<file path="src/rtl/bwx_pkg.sv">
package bwx_pkg;

    localparam int ADDR_W     = 32;
    localparam int DATA_W     = 32;
    localparam int BE_W       = DATA_W / 8;
    localparam int MIRR_WORDS = 8;
    localparam int MIRR_IDX_W = $clog2(MIRR_WORDS);

    // region boundaries inside the host window (exclusive upper ends)
    localparam logic [7:0] WIN_A_END = 8'h58;
    localparam logic [7:0] WIN_C_END = 8'h60;
    localparam logic [7:0] MIRR_END  = 8'h80;

    localparam logic [ADDR_W:0] TARGET_LIMIT = 33'h0_C000_0000;

    // configuration write map
    localparam logic [7:0] CFG_BASE_A  = 8'h40;
    localparam logic [7:0] CFG_BASE_C  = 8'h44;
    localparam logic [7:0] CFG_BASE_B  = 8'h48;
    localparam logic [7:0] CFG_MIRR_LO = 8'h60;

    typedef enum logic [1:0] {
        SZ_BYTE = 2'd0,
        SZ_HALF = 2'd1,
        SZ_WORD = 2'd2,
        SZ_RSVD = 2'd3
    } acc_size_e;

    typedef enum logic [1:0] {
        RGN_A,
        RGN_C,
        RGN_MIRR,
        RGN_B
    } region_e;

    typedef struct packed {
        region_e                 rgn;
        logic                    fault;
        logic [ADDR_W-1:0]       addr;
        logic [BE_W-1:0]         be;
        logic [MIRR_IDX_W-1:0]   mirr_idx;
    } xlate_t;

    function automatic logic [BE_W-1:0] lane_enables(acc_size_e sz, logic [1:0] lo);
        logic [BE_W-1:0] be;
        case (sz)
            SZ_BYTE: be = 4'b0001 << lo;
            SZ_HALF: be = 4'b0011 << {lo[1], 1'b0};
            default: be = 4'b1111;
        endcase
        return be;
    endfunction

    function automatic logic bad_shape(acc_size_e sz, logic [1:0] lo);
        logic bad;
        case (sz)
            SZ_BYTE: bad = 1'b0;
            SZ_HALF: bad = lo[0];
            SZ_WORD: bad = |lo;
            default: bad = 1'b1;
        endcase
        return bad;
    endfunction

endpackage

</file>
<file path="src/rtl/bwx_cfg_regs.sv">
module bwx_cfg_regs
    import bwx_pkg::*;
#(
    parameter int WINB_LOG2 = 12
) (
    input  logic                                clk,
    input  logic                                rst,
    input  logic                                cfg_we,
    input  logic [7:0]                          cfg_addr,
    input  logic [DATA_W-1:0]                   cfg_wdata,
    output logic [ADDR_W-1:0]                   base_a,
    output logic [ADDR_W-1:0]                   base_b,
    output logic [ADDR_W-1:0]                   base_c,
    output logic [MIRR_WORDS-1:0][DATA_W-1:0]   mirr_words
);

    localparam logic [ADDR_W-1:0] PAGE_MASK = ~((ADDR_W'(1) << WINB_LOG2) - ADDR_W'(1));

    always_ff @(posedge clk) begin
        if (rst) begin
            base_a <= '0;
            base_b <= '0;
            base_c <= '0;
        end else if (cfg_we) begin
            if (cfg_addr == CFG_BASE_A) base_a <= cfg_wdata;
            if (cfg_addr == CFG_BASE_C) base_c <= cfg_wdata;
            if (cfg_addr == CFG_BASE_B) base_b <= cfg_wdata & PAGE_MASK;
        end
    end

    for (genvar gi = 0; gi < MIRR_WORDS; gi++) begin : g_mirr
        localparam logic [7:0] SLOT_ADDR = CFG_MIRR_LO + 8'(gi * 4);
        always_ff @(posedge clk) begin
            if (rst) begin
                mirr_words[gi] <= '0;
            end else if (cfg_we && cfg_addr == SLOT_ADDR) begin
                mirr_words[gi] <= cfg_wdata;
            end
        end
    end

endmodule

</file>
<file path="src/rtl/bwx_xlate.sv">
module bwx_xlate
    import bwx_pkg::*;
#(
    parameter int OFFS_W = 12
) (
    input  logic [OFFS_W-1:0]   host_offs,
    input  logic                host_io,
    input  acc_size_e           host_size,
    input  logic [ADDR_W-1:0]   base_a,
    input  logic [ADDR_W-1:0]   base_b,
    input  logic [ADDR_W-1:0]   base_c,
    output xlate_t              xl
);

    logic [OFFS_W-1:0]  eff_offs;
    logic [OFFS_W-1:0]  rel_offs;
    logic [ADDR_W-1:0]  sel_base;
    logic [ADDR_W:0]    full_sum;
    logic [ADDR_W-1:0]  tgt;
    region_e            rgn;

    always_comb begin
        eff_offs = host_io ? {{(OFFS_W-8){1'b0}}, host_offs[7:0]} : host_offs;
    end

    always_comb begin
        if (eff_offs < OFFS_W'(WIN_A_END)) begin
            rgn      = RGN_A;
            sel_base = base_a;
            rel_offs = eff_offs;
        end else if (eff_offs < OFFS_W'(WIN_C_END)) begin
            rgn      = RGN_C;
            sel_base = base_c;
            rel_offs = eff_offs - OFFS_W'(WIN_A_END);
        end else if (eff_offs < OFFS_W'(MIRR_END)) begin
            rgn      = RGN_MIRR;
            sel_base = '0;
            rel_offs = eff_offs;
        end else begin
            rgn      = RGN_B;
            sel_base = base_b;
            rel_offs = eff_offs - OFFS_W'(MIRR_END);
        end
    end

    always_comb begin
        full_sum = {1'b0, sel_base} + (ADDR_W+1)'(rel_offs);
        tgt      = (rgn == RGN_MIRR) ? ADDR_W'(eff_offs) : full_sum[ADDR_W-1:0];
    end

    always_comb begin
        xl.rgn      = rgn;
        xl.addr     = tgt;
        xl.be       = lane_enables(host_size, tgt[1:0]);
        xl.mirr_idx = eff_offs[MIRR_IDX_W+1:2];
        xl.fault    = bad_shape(host_size, tgt[1:0])
                    | ((rgn != RGN_MIRR) && (full_sum >= TARGET_LIMIT));
    end

endmodule

</file>
<file path="src/rtl/bwx_seq.sv">
module bwx_seq
    import bwx_pkg::*;
(
    input  logic                                clk,
    input  logic                                rst,
    input  logic                                host_req,
    input  logic                                host_we,
    input  logic [DATA_W-1:0]                   host_wdata,
    input  xlate_t                              xl,
    input  logic [MIRR_WORDS-1:0][DATA_W-1:0]   mirr_words,
    output logic                                host_ack,
    output logic                                host_err,
    output logic [DATA_W-1:0]                   host_rdata,
    output logic                                ib_req,
    output logic                                ib_we,
    output logic [ADDR_W-1:0]                   ib_addr,
    output logic [BE_W-1:0]                     ib_be,
    output logic [DATA_W-1:0]                   ib_wdata,
    input  logic                                ib_ack,
    input  logic [DATA_W-1:0]                   ib_rdata
);

    typedef enum logic {ST_IDLE, ST_BUS} seq_state_e;

    seq_state_e state;
    logic       take;

    always_comb take = host_req && !host_ack && (state == ST_IDLE);

    always_ff @(posedge clk) begin
        if (rst) begin
            state      <= ST_IDLE;
            host_ack   <= 1'b0;
            host_err   <= 1'b0;
            host_rdata <= '0;
            ib_req     <= 1'b0;
            ib_we      <= 1'b0;
            ib_addr    <= '0;
            ib_be      <= '0;
            ib_wdata   <= '0;
        end else begin
            host_ack <= 1'b0;
            host_err <= 1'b0;
            case (state)
                ST_IDLE: begin
                    if (take) begin
                        if (xl.fault) begin
                            host_ack   <= 1'b1;
                            host_err   <= 1'b1;
                            host_rdata <= '0;
                        end else if (xl.rgn == RGN_MIRR) begin
                            host_ack   <= 1'b1;
                            host_rdata <= host_we ? '0 : mirr_words[xl.mirr_idx];
                        end else begin
                            ib_req   <= 1'b1;
                            ib_we    <= host_we;
                            ib_addr  <= xl.addr;
                            ib_be    <= xl.be;
                            ib_wdata <= host_wdata;
                            state    <= ST_BUS;
                        end
                    end
                end
                ST_BUS: begin
                    if (ib_ack) begin
                        ib_req     <= 1'b0;
                        host_ack   <= 1'b1;
                        host_rdata <= ib_we ? '0 : ib_rdata;
                        state      <= ST_IDLE;
                    end
                end
                default: state <= ST_IDLE;
            endcase
        end
    end

endmodule

</file>
<file path="src/rtl/bar_window_xlate.sv">
module bar_window_xlate
    import bwx_pkg::*;
#(
    parameter int OFFS_W    = 12,
    parameter int WINB_LOG2 = 12
) (
    input  logic                clk,
    input  logic                rst,
    input  logic                host_req,
    input  logic                host_we,
    input  logic                host_io,
    input  logic [1:0]          host_size,
    input  logic [OFFS_W-1:0]   host_offs,
    input  logic [31:0]         host_wdata,
    output logic                host_ack,
    output logic                host_err,
    output logic [31:0]         host_rdata,
    input  logic                cfg_we,
    input  logic [7:0]          cfg_addr,
    input  logic [31:0]         cfg_wdata,
    output logic                ib_req,
    output logic                ib_we,
    output logic [31:0]         ib_addr,
    output logic [3:0]          ib_be,
    output logic [31:0]         ib_wdata,
    input  logic                ib_ack,
    input  logic [31:0]         ib_rdata
);

    logic [ADDR_W-1:0]                  base_a;
    logic [ADDR_W-1:0]                  base_b;
    logic [ADDR_W-1:0]                  base_c;
    logic [MIRR_WORDS-1:0][DATA_W-1:0]  mirr_words;
    xlate_t                             xl;

    bwx_cfg_regs #(.WINB_LOG2(WINB_LOG2)) u_cfg (
        .clk        (clk),
        .rst        (rst),
        .cfg_we     (cfg_we),
        .cfg_addr   (cfg_addr),
        .cfg_wdata  (cfg_wdata),
        .base_a     (base_a),
        .base_b     (base_b),
        .base_c     (base_c),
        .mirr_words (mirr_words)
    );

    bwx_xlate #(.OFFS_W(OFFS_W)) u_xlate (
        .host_offs (host_offs),
        .host_io   (host_io),
        .host_size (acc_size_e'(host_size)),
        .base_a    (base_a),
        .base_b    (base_b),
        .base_c    (base_c),
        .xl        (xl)
    );

    bwx_seq u_seq (
        .clk        (clk),
        .rst        (rst),
        .host_req   (host_req),
        .host_we    (host_we),
        .host_wdata (host_wdata),
        .xl         (xl),
        .mirr_words (mirr_words),
        .host_ack   (host_ack),
        .host_err   (host_err),
        .host_rdata (host_rdata),
        .ib_req     (ib_req),
        .ib_we      (ib_we),
        .ib_addr    (ib_addr),
        .ib_be      (ib_be),
        .ib_wdata   (ib_wdata),
        .ib_ack     (ib_ack),
        .ib_rdata   (ib_rdata)
    );

endmodule

</file>
<file path="config.mk">
export PLATFORM = sky130hd
export DESIGN_NAME = bar_window_xlate
export DESIGN_NICKNAME = d
export VERILOG_FILES = /design/src/rtl/bwx_pkg.sv /design/src/rtl/bwx_cfg_regs.sv /design/src/rtl/bwx_xlate.sv /design/src/rtl/bwx_seq.sv /design/src/rtl/bar_window_xlate.sv
export SDC_FILE = /design/constraint.sdc
export NUM_CORES = 1
export LEC_CHECK = 0
export BUFFER_PORTS_ARGS = -buffer_cell sky130_fd_sc_hd__clkbuf_2
export CAP_MARGIN = 20
export CORE_UTILIZATION = 54
export CTS_BUF_LIST = sky130_fd_sc_hd__clkbuf_16
export DETAILED_ROUTE_END_ITERATION = 16
export GPL_TIMING_DRIVEN = 0
export PLACE_DENSITY = 0.87
export SETUP_SLACK_MARGIN = 0.2
export SLEW_MARGIN = 20
export SYNTH_ARGS = -nofsm -noshare
export SYNTH_HDL_FRONTEND = slang
export SYNTH_HIERARCHICAL = 1
export SYNTH_SLANG_ARGS = --single-unit
</file>
<file path="constraint.sdc">
create_clock -name clk -period 6 [get_ports clk]
set_clock_uncertainty 0.2 [all_clocks]
set_input_delay 0.6 -clock clk [delete_from_list [all_inputs] [get_ports clk]]
set_output_delay 0.6 -clock clk [all_outputs]
set_load 0.01 [all_outputs]
</file>
Yosys cells after proc, flatten, opt, wreduce, memory -nomap -nowiden --
Cells that the tools add are included.
Operators by class: eq/ne operators 20, bitwise operators 5, $lt $le $gt $ge 5, mux-type cells 38, add/subtract/negate cells 3, shift operators 2, reduce and logical (&&, ||, !) cells 21
Operator list (number):
- 2-to-1 mux 32 bit | 11
- binary-select mux 32 bit (select 3 bit) | 1
- equality test 8 x 7 -> 1 bit, second input constant | 11
- one-hot mux 32 bit (2 select lines) | 1
- 2-to-1 mux 12 bit | 4
- adder 32 x 12 -> 33 bit | 1
- greater-or-equal comparator 33 x 32 -> 1 bit, second input constant | 1
- less-than comparator 12 x 7 -> 1 bit, second input constant | 2
- 2-to-1 mux 1 bit | 14
- less-than comparator 12 x 8 -> 1 bit, second input constant | 1
- subtractor 12 x 7 -> 12 bit, second input constant | 1
- subtractor 12 x 8 -> 12 bit, second input constant | 1
- logical AND 1 bit | 11
- inequality test 2 bit, second input constant | 4
- one-hot mux 4 bit (2 select lines) | 1
- AND reduction 4 bit | 2
- one-hot mux 1 bit (2 select lines) | 3
- AND reduction 2 bit | 3
- equality test 2 bit, second input constant | 2
- less-than comparator 3 x 4 -> 1 bit, second input constant | 1
- 2-to-1 mux 2 bit | 2
- inverter 1 bit | 4
- left shift 1 x 2 -> 4 bit, first input constant | 1
- left shift 2 x 2 -> 4 bit, first input constant | 1
- 10 further kinds | 10
Word-level totals: logic and storage cells 114, input bits 125, output and inout bits 104, register bits after elaboration 445

Longest topological paths before layout --
Gate-level depths: netlist (run 1).
depth after elaboration 13, gate-level depth with buffers 25, depth with buffers taken out 20

Hierarchy --
Netlist (run 1), hierarchy kept.
By module, submodules not included:
- bwx_cfg_regs | instances 1, cells each 1197, area an instance 13319.0 µm², sequential area each 6806.5 µm²
- bwx_seq | instances 1, cells each 613, area an instance 6105.9 µm², sequential area each 2102.0 µm²
- bwx_xlate | instances 1, cells each 351, area an instance 2416.1 µm², sequential area each 0.0 µm²

Least setup slack after synthesis (run 1) --
No wires, ideal clock.
path kind input port to flip-flop, from in host_offs[10], to reg u_seq.host_rdata[0], buffers on the path 7, library setup time 73 ps, required time 5727 ps, arrival time 5595 ps, stages on the path 22, setup slack 132 ps, path through or4_4 -> a21o_1 -> buf_6 -> buf_6 -> clkbuf_1 -> clkbuf_1 -> o41a_1 -> ha_1 -> a21oi_1 -> o21ai_0 -> or2_2 -> a41oi_1 -> and4bb_1 -> buf_2 -> nand2b_1 -> mux2_1 -> o21ai_2 -> o21bai_4 -> and2_1 -> buf_2 -> buf_4 -> o211ai_2
RTL lines:
- start: declaration | line bar_window_xlate.sv:13 | input logic [OFFS_W-1:0] host_offs,
- end signal: assignment | line bwx_seq.sv:53 | host_rdata <= host_we ? '0 : mirr_words[xl.mirr_idx];
- end signal: assignment | line bwx_seq.sv:68 | host_rdata <= ib_we ? '0 : ib_rdata;
- end: declaration | line bwx_seq.sv:13 | output logic [DATA_W-1:0] host_rdata,

==> metrics.md, run 1 <==
| Metric | Value |
|---|---|
| Status | finished, final reports clean |
| Initial antenna violation count | 3 |
| Top-count cell post-synth | dfxtp_1 |
| Worst VDD drop | 0.000200 V |
| Final Cycle Share | 94.3% |
| Total clock sinks | 445 |
| Synthesized cell area | 0.0218 mm² |
| Layout Area Growth over Synthesis | 15.3% |
| Lkg Pwr | 11.5 nW |
| Max-cap violations | 0 |
| Setup violations, final | 0 |
| Critical path required time | 6.30 ns |
| Rows | 73 |
| WL/cell | 21.5 µm |
| Share of cells above drive strength 1 | 22.0% |
| Drc violations | 0 |
| Total track usage | 31.0% |
| Most frequent cells after synthesis | dfxtp_1, nand2b_1, mux2i_1 |
| RSZ-0062 raised after global routing | false |
| Routed Antenna Nets | 0 |
| Crit-path max FO | 19 |
| Final Net Count | 2,594 |
| Sequential share of the synthesized area | 40.8% |
| I/O Pins | 229 |
| Least-Margin Pin Slew | 0.849 ns |
| Yosys warnings | 6 |
| Achievable Freq | 0.177 GHz |
| Pre-Repair DR Iteration Count | 5 |
| Setup CP Type | in -> reg |
| Worst setup SP type | primary input |
| Worst hold margin | 0.0389 ns |
| CP Data Arrival Time | 5.96 ns |
| Vias in the first global route | 17,600 |
| Initial Utilization | 54.8% |
| Mapped Cells | 2,161 |
| Port Buffer Count | 226 |
| Worst hold path type | in -> reg |
| Max H-tree Level | 2 |
| Slew headroom | 43.4% |
| CTS Root Buffer Type | clkbuf_16 |
| Avg Cell Area, Syn | 10.1 µm² |
| Core ar. | 0.0398 mm² |
| First-pass GRT wire length | 98.9 mm |
| GP Congestion | 0.910 |
| Drt total wl | 64.8 mm |
| Largest net degree at the start of global routing | 20 |
| Num CTS Buffers | 45 |
| Predominant post-synthesis flop cell | dfxtp_1 |
| Library cells used by synthesis | 82 |
| CTS tree | yes |
| Chip height | 203 µm |
| Synth area leader | dfxtp_1 |
| Pwr dens | 251 mW/mm² |
| Post-synth EDFFs | 0 |
| Final hold vios | 0 |
| Clock Pin Slew Worst Setup and Hold Paths | 0.06 ns |
| Critical Path End Type | flip-flop |
| Async S/R FF share, synth | 0% |
| Area of the die | 0.0413 mm² |
| Cell Area, Placed | 0.0237 mm² |
| Die Wd | 203 µm |
| Tmin final | 5.66 ns |
| Final Max Slew Viols | 0 |
| DR vias/cell | 5.82 |
| Hpwl dp | 47.0 mm |
| Clock latency on the worst-skew pair | 0.59 ns |
| GRT overflow | 0 |
| Longest Clk Path Bufs | 3 |
| Post-route cell area | 0.0252 mm² |
| Drt initial violations | 1,470 |
| Vias | 17,500 |
| Share of Yosys cell area claimed by the top area cell type | 40.8% |
| Flops & latches, synth | 445 |
| Synth top area cells | dfxtp_1, mux2i_1, nand2b_1, mux4_2, nand2_1 |
-- final cells by class --
cell class	instances	area, µm²
Timing Repair Buffer	235	1210
Tap cell	525	657
Buffer	204	1020
Clock buffer	47	1180
Sequential cell	445	8910
Multi-Input combinational cell	1516	12000
Fill cell	3074	14600
Inverter	6	22.5
Clock inverter	33	190
Antenna cell	1	2.50
-- per-stage QoR --
stage	instances	setup slack (ns)	power (W)	utilization [%]	setup TNS, ns
floorplan	2172	0.298	0.00345	-	0
global placement	2923	-1.01	0.00367	59.5	-97.90
detailed placement	2924	-1.04	0.00369	59.5	-101.52
CTS	3006	0.253	0.00632	63.1	0
global route	3011	0.171	0.00652	63.2	0
finish	3012	0.341	0.00632	63.3	0
-- final timing paths --
check / from / to / slack, ns / depth (start not counted)
min reg2reg: u_seq/ib_addr[8] / u_seq/ib_addr[8] / 0.25 / 2
max reg2reg: u_cfg/base_a[0] / u_seq/host_rdata[10] / 1.14 / 20
max: host_offs[9] / u_seq/host_rdata[10] / 0.34 / 21
min: host_wdata[11] / u_seq/ib_wdata[11] / 0.04 / 3
-- cell usage in the layout, fill, tap and decap left out, types with 15 or more instances in the layout --
cell type,netlist,routed
dfxtp_1,445,445
nand2b_1,376,376
mux2i_1,361,361
nand2_1,243,243
clkbuf_2,0,228
clkbuf_1,119,112
a21oi_1,99,96
mux4_2,64,64
buf_2,48,49
clkbuf_16,0,47
nor2_1,41,41
buf_4,25,34
mux2_2,34,34
nand4b_1,32,32
o211ai_2,30,30
xnor2_1,21,21
nand3_1,19,19
inv_1,5,15
-- worst max-delay path, cell delays in order --
cell and delay (ns):
clkbuf_2 0.13, or4_4 0.58, a21o_1 0.27, buf_6 0.19
buf_6 0.18, buf_2 0.21, o41a_1 0.40, ha_1 0.37
nand2_1 0.13, o31ai_4 0.28, o21ai_1 0.13, a21oi_2 0.26
nand4_1 0.25, nor4b_2 0.41, mux2_1 0.40, o21ai_4 0.25
o21bai_4 0.10, and2_1 0.18, buf_2 0.20, buf_4 0.24
o211ai_2 0.18
-- timing repair --
| action | 4_1_cts | 5_1_grt |
|---|---|---|
| resized for setup | 9 | 18 |
| hold buffers | 0 | 0 |
| pin swaps | 3 | 5 |
| buffers inserted | 3 | 5 |
| endpoints found under the setup margin | 104 | 103 |
-- routing by layer --
metal  up-vias  GRT usage, %  wire, µm  part of all wire (%)
li1       8040             -         -                     -
met1      8523          38.1     26000                    40
met2       774          52.1     30600                    47
met3       176          5.54      5130                   7.9
met4         2          15.5      2960                   4.6
met5         -             0        12                 0.019
-- cell families (layout without fill, tap and decap cells) --
| logic type | Yosys count | in the layout | share of synthesized area (%) |
|---|---|---|---|
| buffers and inverters | 211 | 525 | 4.71 |
| AO/OA/AOI/OAI | 219 | 219 | 7.44 |
| other | 1 | 13 | 0.0172 |
| multiplexers | 460 | 460 | 24.9 |
| AND/OR/NAND/NOR | 776 | 776 | 19.8 |
| flip-flops | 445 | 445 | 40.8 |
| adder cells (fa/ha/maj) | 16 | 16 | 0.951 |
| XOR/XNOR | 33 | 33 | 1.32 |
-- report_power, final --
group	internal [W]	leakage [nW]	switching [W]
Sequential	0.00299	3.59	0.0000173
Combinational	0.000242	7.17	0.000411
Clock	0.00149	0.713	0.00118
Total	0.00472	11.5	0.00160
-- registers in the layout (all words and copies together) (netlist names) --
| register | count |
|---|---|
| u_seq/ib_wdata | 32 |
| u_cfg/base_c | 32 |
| u_cfg/base_b | 20 |
| u_seq/host_rdata | 32 |
| u_seq/ib_be | 4 |
| u_seq/ib_we | 1 |
| u_seq/ib_addr | 32 |
| u_seq/state | 1 |
| u_seq/host_err | 1 |
| u_cfg/base_a | 32 |
| u_cfg/mirr_words | 256 |
| u_seq/ib_req | 1 |
| u_seq/host_ack | 1 |
Note: power is estimated with default switching activity, not from simulation.
==> run 2, diff against run 1 <==
--- a/config.mk
+++ b/config.mk
@@ -5,8 +5,10 @@
 export SDC_FILE = /design/constraint.sdc
 export NUM_CORES = 1
 export LEC_CHECK = 0
+export ABC_AREA = 1
 export BUFFER_PORTS_ARGS = -buffer_cell sky130_fd_sc_hd__clkbuf_2
 export CAP_MARGIN = 20
+export CORE_ASPECT_RATIO = 1.1
 export CORE_UTILIZATION = 54
 export CTS_BUF_LIST = sky130_fd_sc_hd__clkbuf_16
 export DETAILED_ROUTE_END_ITERATION = 16
==> run 2 against run 1 <==
Against the previous run: final area up 7.1%; synthesized cell count up 76%; final cell count up 56%; first-iteration DRC count up 88%; wire length up 20%; fmax up 4.2%.
==> metrics.md, run 2 <==
| Metric | Value |
|---|---|
| Worst hold margin | 0.0517 ns (+0.0128 ns) |
| Async S/R FF share, synth | 0% (unchanged) |
| Compound-Gate Fraction of Synth Area | 9.33% (+1.9 points) |
| Achievable Freq | 0.184 GHz (+4.2%) |
| Post-synthesis mux area share | 0% (-25 points) |
| Routed Antenna Nets | 0 (unchanged) |
| Layout Area Growth over Synthesis | 13.8% |
| Placed Instances | 4,607 (+58%) |
| Setup slack at placement | -0.256 ns (+0.779 ns) |
| Flops & latches, synth | 445 (unchanged) |
| Yosys warnings | 6 (unchanged) |
| Setup CP Type | in -> reg |
| Status | finished, final reports clean |
| Synth Area in Adders | 0.876% (-0.075 points) |
| CP Data Arrival Time | 5.73 ns (-0.23 ns) |
| Most frequent cells after synthesis | nand2_1, nor2_1, nand3_1 |
| Hpwl dp | 57.8 mm (+23%) |
| Rows | 80 (+9.6%) |
| Commonest non-fill, non-tap cell in the layout | nand2_1 |
| Critical Path End Type | flip-flop |
| Switching power | 0.00199 W (+24%) |
| Layout Cells excl Fill | 4,692 (+56%) |
| Synth top area cells | dfxtp_1, nand2_1, nand3_1, nor2_1, a21oi_1 |
| Clock share of power | 39.0% (-3.2 points) |
| Total clock sinks | 445 (unchanged) |
| Crit-path max FO | 10 (-9) |
| Final Net Count | 4,224 (+63%) |
| Sw Ratio | 29.1% (+3.7 points) |
| CTS tree | yes |
| Drc violations | 0 (unchanged) |
| I/O Pins | 229 (unchanged) |
| RSZ-0062 raised after global routing | false |
| Power share of the sequential group | 45.1% (-2.4 points) |
| Slew headroom | 39.3% (-4.1 points) |
| Drt total wl | 77.6 mm (+20%) |
| Max reg flops | 256 (unchanged) |
| Critical path required time | 6.30 ns (about the same) |
| Initial Utilization | 54.7% (-0.15 points) |
| Core ar. | 0.0433 mm² (+8.8%) |
| Share of Yosys cell area claimed by the top area cell type | 37.6% (-3.2 points) |
| Most frequent cells in the layout | nand2_1, nor2_1, nand3_1 |
| Synth area leader | dfxtp_1 |
| Post-synthesis xor/xnor area fraction | 0.776% (-0.55 points) |
| Combinational family with the most area after synthesis | simple AND/OR/NAND/NOR gates |
| Total track usage | 34.2% (+3.3 points) |
| Sequential share of the synthesized area | 37.6% (-3.2 points) |
| Die Wd | 202 µm (-0.65%) |
| First-pass GRT wire length | 122 mm (+23%) |
| Tmin final | 5.43 ns (-0.228 ns) |
| Initial antenna violation count | 0 (-3) |
| Clock latency on the worst-skew pair | 0.59 ns (about the same) |
| Worst VDD drop | 0.000230 V (+15%) |
| Mapped Cells | 3,794 (+76%) |
| Worst hold path type | in -> reg |
| Clock Pin Slew Worst Setup and Hold Paths | 0.06 ns (about the same) |
| Setup violations, final | 0 (unchanged) |
| Avg Cell Area, Syn | 6.25 µm² (-38%) |
| Power, Total | 0.00685 W (+8.3%) |
| Area of the die | 0.0447 mm² (+8.5%) |
| Vias | 25,300 (+44%) |
| Lkg Pwr | 12.8 nW (+11%) |
| FF-to-FF path depth | 20 (unchanged) |
| Least-Margin Pin Slew | 0.910 ns (+0.0611 ns) |
| Worst setup SP type | primary input |
| Setup bufs post-CTS | 0 (-3) |
| Top-count cell post-synth | nand2_1 |
| Num CTS Buffers | 48 (+6.7%) |
| Pwr dens | 254 mW/mm² (+1.1%) |
| Longest Clk Path Bufs | 3 (unchanged) |
| Pint | 0.00486 W (+2.9%) |
| Largest reg by FF count | u_cfg/mirr_words |
| Share of cells above drive strength 1 | 13.0% (-9.0 points) |
| Final hold vios | 0 (unchanged) |
| Setup ws final | 0.569 ns (+0.228 ns) |
| Fill count | 4,138 (+35%) |
| N_diodes | 0 (-1) |
| Final Cycle Share | 90.5% (-3.8 points) |
| Predominant post-synthesis flop cell | dfxtp_1 |
| Drt initial violations | 2,763 (+88%) |
| Vias in the first global route | 23,500 (+33%) |
| Largest net degree at the start of global routing | 14 (-30%) |
| GP Congestion | 0.985 (+8.3%) |
| Comb power frac | 15.9% (+5.6 points) |
| DR vias/cell | 5.39 (-7.3%) |
| Simple-gate share of the synthesized area | 38.6% (+19 points) |
| Max-cap violations | 0 (unchanged) |
| Max H-tree Level | 2 (unchanged) |
| WL/cell | 16.5 µm (-23%) |
| Pre-Repair DR Iteration Count | 8 (+3) |
| GRT overflow | 0 (unchanged) |
| Hold Path Stages | 3 (unchanged) |
| Synthesized cell area | 0.0237 mm² (+8.5%) |
| Final Max Slew Viols | 0 (unchanged) |
| Library cells used by synthesis | 48 (-41%) |
| Post-synth EDFFs | 0 (unchanged) |
| Port Buffer Count | 228 (+0.88%) |
| CTS Root Buffer Type | clkbuf_16 |
| Chip height | 222 µm (+9.2%) |
run 2: changes by cell type in the layout (fill, tap and decap cells not counted), moves of 36 or more:
cell / change
nand2b_1: -376
a21oi_1: +206
mux2i_1: -361
mux4_2: -64
o21ai_0: +86
buf_2: +80
nor2_1: +630
nand3_1: +519
clkbuf_1: -36
inv_1: +381
nand2_1: +659
run 2: final timing paths:
path,slack (ns),start,to
setup / recovery,0.57,host_offs[7],u_seq/host_rdata[29]
hold / removal,0.05,host_wdata[18],u_seq/ib_wdata[18]
setup reg to reg,1.49,u_cfg/base_c[0],u_seq/host_rdata[29]
hold reg to reg,0.27,u_seq/ib_we,u_seq/ib_we
run 2: through the flow:
step	util [%]	TNS [ns]	cell area, µm²
after floorplan	-	0	23700
after global placement	59.1	-1.52	25600
after detailed placement	59.1	-1.84	25600
after CTS	62.2	0	27000
after global routing	62.3	0	27000
final	62.3	0	27000
run 2: cells by family after synthesis:
group	after synthesis
and+or+nand+nor	2183
adders and majority gates	16
buffers and inverters	698
AOI/OAI and AO/OA	430
other	1
xor gates and xnor gates	21
DFF	445
run 2: power groups by stage:
| stage | logic [W] | registers (W) | clock network (W) |
|---|---|---|---|
| finish | 0.00109 | 0.00309 | 0.00267 |
| global route | 0.00119 | 0.00310 | 0.00282 |
| CTS | 0.00106 | 0.00309 | 0.00269 |
| detailed placement | 0.00105 | 0.00315 | 0 |
| global placement | 0.00104 | 0.00315 | 0 |
| floorplan | 0.000638 | 0.00319 | 0 |
run 2: final cells by class:
cell class              count  area (µm²)  share of cell area, %
plain buffers             280        1460                   5.41
inverters                 418        1570                   5.83
multi-input cells        2662       11800                   43.8
clock buffers              49        1230                   4.54
well taps                 574         718                   2.66
repair buffers            228        1140                   4.23
clock inverters            36         145                  0.538
flip-flops and latches    445        8910                   33.0
run 2: critical path, cell delays in order:
cell      delay [ns]
clkbuf_2        0.12
inv_1           0.11
nand2_2         0.16
inv_2           0.09
nand3_4         0.12
buf_2           0.28
clkbuf_1        0.37
o21ai_0         0.15
o21ai_0         0.13
inv_1           0.09
ha_1            0.22
fa_1            0.43
nand3_1         0.10
nand2_1         0.12
a21oi_1         0.36
nor2_1          0.14
nand2_2         0.17
nor2_4          0.07
nand4_1         0.20
nand2_1         0.08
inv_1           0.06
nand2_1         0.13
nor3_4          0.44
clkbuf_2        0.38
nand3_1         0.33
a21oi_1         0.26
run 2: repair_timing:
| action | CTS | global route |
|---|---|---|
| hold buffers | 0 | 0 |
| resized for setup | 0 | 5 |
| setup endpoints to repair | 0 | 18 |
run 2: metal layers:
| metal | up-vias | GRT usage (%) | wire (µm) |
|---|---|---|---|
| li1 | 12400 | - | - |
| met1 | 11300 | 41.4 | 29600 |
| met2 | 1336 | 55.5 | 34500 |
| met3 | 310 | 6.54 | 7980 |
| met4 | 0 | 22.3 | 5500 |
| met5 | - | 0 | 0 |
